File: src/rtl/irq_route_pkg.sv
package irq_route_pkg;

  localparam logic [3:0] MODEL_FLAT    = 4'hF;
  localparam logic [3:0] MODEL_CLUSTER = 4'h0;
  localparam logic [7:0] PHYS_BCAST    = 8'hFF;

  typedef enum logic [1:0] {
    SH_FIELD  = 2'd0,
    SH_SELF   = 2'd1,
    SH_ALL    = 2'd2,
    SH_OTHERS = 2'd3
  } shorthand_e;

  // Physical addressing: broadcast or exact ID equality
  function automatic logic physical_hit(input logic [7:0] dest, input logic [7:0] id);
    return (dest == PHYS_BCAST) || (dest == id);
  endfunction

  // Logical addressing: flat uses a full-byte overlap, cluster matches the
  // high nibble and needs overlap in the low nibble
  function automatic logic logical_hit(input logic [7:0] dest, input logic [7:0] ldest,
                                       input logic [3:0] model);
    logic hit;
    case (model)
      MODEL_FLAT:    hit = |(dest & ldest);
      MODEL_CLUSTER: hit = (dest[7:4] == ldest[7:4]) && |(dest[3:0] & ldest[3:0]);
      default:       hit = 1'b0;
    endcase
    return hit;
  endfunction

endpackage

File: src/rtl/agent_matcher.sv
module agent_matcher
  import irq_route_pkg::*;
#(
  parameter int IDX_W = 3,
  parameter int IDX   = 0
) (
  input  logic [7:0]       dest,
  input  logic             logical,
  input  logic [1:0]       shorthand,
  input  logic [IDX_W-1:0] sender,
  input  logic             present,
  input  logic [7:0]       id,
  input  logic [7:0]       ldest,
  input  logic [3:0]       model,
  output logic             hit
);

  localparam logic [IDX_W-1:0] MY_IDX = IDX_W'(IDX);

  logic field_hit;
  logic is_sender;
  logic raw_hit;

  assign field_hit = logical ? logical_hit(dest, ldest, model) : physical_hit(dest, id);
  assign is_sender = (sender == MY_IDX);

  always_comb begin
    case (shorthand_e'(shorthand))
      SH_FIELD:  raw_hit = field_hit;
      SH_SELF:   raw_hit = is_sender;
      SH_ALL:    raw_hit = 1'b1;
      SH_OTHERS: raw_hit = !is_sender;
      default:   raw_hit = 1'b0;
    endcase
  end

  assign hit = present && raw_hit;

endmodule

File: src/rtl/lowest_pick.sv
module lowest_pick #(
  parameter int N = 8
) (
  input  logic [N-1:0] vec,
  output logic [N-1:0] onehot
);

  // Isolate the lowest set bit by two's complement
  assign onehot = vec & (~vec + N'(1));

endmodule

File: src/rtl/irq_target_resolver.sv
module irq_target_resolver #(
  parameter int N_AGENTS = 8,
  localparam int IDX_W   = (N_AGENTS > 1) ? $clog2(N_AGENTS) : 1
) (
  input  logic                    clk,
  input  logic                    rst_n,
  input  logic                    cmd_valid,
  input  logic [7:0]              cmd_dest,
  input  logic                    cmd_logical,
  input  logic [1:0]              cmd_shorthand,
  input  logic                    cmd_lowpri,
  input  logic [IDX_W-1:0]        cmd_sender,
  input  logic [N_AGENTS-1:0]     agent_present,
  input  logic [8*N_AGENTS-1:0]   agent_id,
  input  logic [8*N_AGENTS-1:0]   agent_ldest,
  input  logic [4*N_AGENTS-1:0]   agent_model,
  output logic                    res_valid,
  output logic [N_AGENTS-1:0]     res_mask,
  output logic [N_AGENTS-1:0]     res_pick
);

  logic [N_AGENTS-1:0] match_now;
  logic [N_AGENTS-1:0] lowest_now;
  logic [N_AGENTS-1:0] pick_now;

  for (genvar k = 0; k < N_AGENTS; k++) begin : g_agent
    agent_matcher #(.IDX_W(IDX_W), .IDX(k)) u_match (
      .dest      (cmd_dest),
      .logical   (cmd_logical),
      .shorthand (cmd_shorthand),
      .sender    (cmd_sender),
      .present   (agent_present[k]),
      .id        (agent_id[8*k +: 8]),
      .ldest     (agent_ldest[8*k +: 8]),
      .model     (agent_model[4*k +: 4]),
      .hit       (match_now[k])
    );
  end

  lowest_pick #(.N(N_AGENTS)) u_pick (
    .vec    (match_now),
    .onehot (lowest_now)
  );

  assign pick_now = cmd_lowpri ? lowest_now : '0;

  always_ff @(posedge clk or negedge rst_n) begin
    if (!rst_n) begin
      res_valid <= 1'b0;
      res_mask  <= '0;
      res_pick  <= '0;
    end else begin
      res_valid <= cmd_valid;
      if (cmd_valid) begin
        res_mask <= match_now;
        res_pick <= pick_now;
      end
    end
  end

endmodule

File: config.mk
export PLATFORM = sky130hd
export DESIGN_NAME = irq_target_resolver
export DESIGN_NICKNAME = d
export VERILOG_FILES = /design/src/rtl/irq_route_pkg.sv /design/src/rtl/agent_matcher.sv /design/src/rtl/lowest_pick.sv /design/src/rtl/irq_target_resolver.sv
export SDC_FILE = /design/constraint.sdc
export NUM_CORES = 1
export LEC_CHECK = 0
export BUFFER_PORTS_ARGS = -buffer_cell sky130_fd_sc_hd__buf_2
export CAP_MARGIN = 10
export CORE_MARGIN = 4
export CORE_UTILIZATION = 35
export CTS_CLUSTER_DIAMETER = 120
export DETAILED_ROUTE_END_ITERATION = 6
export GPL_TIMING_DRIVEN = 0
export PLACE_DENSITY_LB_ADDON = 0.25
export SETUP_SLACK_MARGIN = 0.4
export SLEW_MARGIN = 25
export SYNTH_ARGS = -nofsm -noshare
export SYNTH_HDL_FRONTEND = slang
export SYNTH_SLANG_ARGS = --single-unit
export TNS_END_PERCENT = 1
File: constraint.sdc
create_clock -name clk -period 1.2 [get_ports clk]
set_clock_uncertainty 0.05 [all_clocks]
set_input_delay 0.18 -clock clk [delete_from_list [all_inputs] [get_ports clk]]
set_output_delay 0.18 -clock clk [all_outputs]
set_load 0.01 [all_outputs]
==> results.md <==
- Max incr delay on CP: roughly 0.59 ns
- Final-report hold violation count: 0
- Final Power: 2.35 mW
- Worst Setup Start Kind: input pin
- Initial antenna violation count: 0
- EDFF count, synth: 0
- Slew Limit Fails: 0
- Die Wd: 95.2 µm
- Post-Syn Area: 2660 µm²
- Worst-skew pair later-pin latency: 0.25 ns
- First DRT Iteration DRCs: 99
- Setup_tns: -10.51 ns
- Final Setup Violations: 16
- Max Fclk: 470 MHz
- Detail Route Antenna Nets: 0
- Total CTS buffers: 3
- Main flop type after synthesis: dfrtp_1
- DP Worst Slack: -1.54 ns
- Total congestion overflow: 0
- Final nets: 733
- GRT Total Usage: 23.6%
- Met3 WL: about 790 µm
- Type of destination of the critical path: flip-flop
- Via count: between 3000 and 4000
- Storage cell area: 425 µm²
- CP delay by family, top: simple AND/OR/NAND/NOR gates
- Power per cell area: 565 nW/µm²
- Core area: 7330 µm²
- Met2 routed wirelength: approximately 5.7 mm
- Synthesis-to-layout area growth: 56.6%
- Syn_nets: 524
- Last weighted congestion value of the routability-driven placer: between 0.8 and 0.9
- Die ar.: just over 9000 µm²
- Share of cells above drive strength 1: about 50%
- VDD IR max: 0.000438 V
- Cells after synthesis: 306
- CP max stage cell: or4_4
- Boundary pin count: between 200 and 250
- CTS Sinks: 17
- HP Class: input pin to flip-flop
- Post-synthesis async set-or-reset flop share: 100%
- Commonest cells after routing, fill and taps aside: buf_2 (194), xnor2_1 (53), ha_1 (25), nand4_1 (22), xor2_1 (19)
- Bufs and invs on worst path: 2
- Initial Util: between 30 and 40%
- TritonCTS clock tree: yes
- Slew HR: 65.7%
- Footprint of the multi-input gates: 2290 µm²
- HPWL Detailed: 9.04 mm
- Max_cap viols: 0
- Hold_ws: 0.141 ns
- Commonest non-fill, non-tap cell in the layout: buf_2
- Status: finished with violations
- Fillers: 680
- Slew @ Worst Pin: 0.514 ns
- Cell Chain, Critical Path: buf_12 -> buf_8 -> ha_4 -> nor4_4 -> and3_1 -> o211ai_1 -> a31o_2 -> or4_4 -> o32ai_2
- Clock buffer depth: 2
- Pin count of the biggest net entering global routing: 18
- Syn_area_per_cell: 8.69 µm²
- Critical path type: input pin to flip-flop
- Antenna cells: 0
- WL per Instance: 18.1 µm
- Static leakage: 1.93 nW
- Unique masters post-synth: 47
- Vias in the first global route: 3374
- CP Max Fanout: 5
- First-pass GRT wire length: 16.5 mm
- CTS Root Cell: clkbuf_8
- #FFs+latches synth: 17
- Row count: 31
- Clk slew on worst S/H paths: 0.07 ns
- Final worst path period need: 2.13 ns
- H-tree lvl count: 1
- First-pass DRT Iterations: 4
- DR top layer: met4
- Failing checks: negative setup slack
- Critical path required time: roughly 1.3 ns
- Final Cycle Share: 177%
- Met1 wire length: 4.42 mm
- Vias per cell: about 5.3
- Worst EP arrival: between 2 and 2.5 ns
- Die outline height: around 95 µm
- Synth Warn #: 0
- RSZ-0062 raised after global routing: yes
- IO buf count: 195
- DRC Markers: 0
- Register area share after synthesis: 16.0%
- Final wirelength: 11.1 mm
- Setup ws final: -0.930 ns
cells in the mapped netlist, types with 3 or more instances:
library cell | n | area share, %
o21ai_0 | 18 | 3.4
a21boi_0 | 3 | 0.85
nand4_1 | 22 | 5.2
inv_1 | 11 | 1.6
ha_1 | 32 | 15
or4_1 | 11 | 3.1
o211ai_1 | 7 | 2.0
a21oi_1 | 8 | 1.5
xnor2_1 | 53 | 17
a22o_1 | 4 | 1.3
nand2_1 | 15 | 2.1
nor4_1 | 17 | 4.0
buf_4 | 7 | 2.0
mux2_2 | 3 | 1.3
dfrtp_1 | 17 | 16
buf_2 | 5 | 0.94
o32ai_1 | 3 | 0.99
nor3b_1 | 3 | 0.85
a22oi_1 | 10 | 2.8
xor2_1 | 19 | 6.3
power breakdown:
part | internal (mW) | leakage, nW | switching (mW)
Sequential | 0.616 | 0.224 | 0.0226
Combinational | 0.663 | 1.68 | 0.623
Clock | 0.231 | 0.0255 | 0.198
Total | 1.51 | 1.93 | 0.843
kinds of logic after synthesis:
| family | Yosys count | synth area share [%] |
|---|---|---|
| xor gates and xnor gates | 72 | 23.7 |
| AOI/OAI and AO/OA | 67 | 18.1 |
| DFF | 17 | 16.0 |
| adders and majority gates | 32 | 15.1 |
| and+or+nand+nor | 87 | 20.1 |
| muxes | 3 | 1.27 |
| buffers and inverters | 28 | 5.79 |
worst register-to-register path: cells and delay by family, from the launching register on:
family / cells / cell delay [ns]
flip-flops: 1 / 0.37
AND/OR/NAND/NOR: 1 / 0.13
AO/OA/AOI/OAI: 1 / 0.22
registers in the layout, summed over array words and instances (netlist names):
register   cells
res_mask       8
res_pick       8
res_valid      1
path summary, 6_finish.rpt:
check | start | slack (ns) | end | cells after the start
setup reg to reg | res_pick[1] | 0.32 | res_pick[1] | 2
min in group asynchronous | rst_n | 0.32 | res_mask[4] | 2
hold / removal | cmd_lowpri | 0.14 | res_pick[0] | 3
hold reg to reg | res_pick[5] | 0.43 | res_pick[5] | 2
max in group asynchronous | rst_n | 0.51 | res_mask[3] | 2
setup / recovery | cmd_dest[6] | -0.93 | res_pick[7] | 9
layer usage:
metal | vias up | global-route usage (%)
li1 | 1585 | -
met1 | 1529 | 27.8
met2 | 140 | 43.6
met3 | 14 | 4.58
met4 | 0 | 5.65
met5 | - | 0
stage by stage:
| stage | instances | cell area, µm² | util [%] |
|---|---|---|---|
| 6_report | 613 | 4170 | 56.8 |
| 5_1_grt | 613 | 4170 | 56.8 |
| 4_1_cts | 610 | 3990 | 54.4 |
| 3_5_place_dp | 600 | 3760 | 51.3 |
| 3_3_place_gp | 600 | 3760 | 51.3 |
| 2_1_floorplan | 306 | 2660 | - |
cell type report:
type / instances / share of cell area (%)
Buffer: 17 / 2.79
Clock buffer: 3 / 0.991
Clock inverter: 1 / 0.120
Inverter: 11 / 0.991
Multi-Input combinational cell: 261 / 55.1
Sequential cell: 17 / 10.2
Tap cell: 99 / 2.97
Timing Repair Buffer: 204 / 26.9
repair_timing:
item                                    CTS  global route
endpoints found under the hold margin    18             0
hold buffers                              2             0
setup buffers                             4             3
endpoints found under the setup margin   33            33
resized for setup                        31            35
cloned                                    0             0
pin swaps                                12            11
Power figures use the tool's default switching activity.
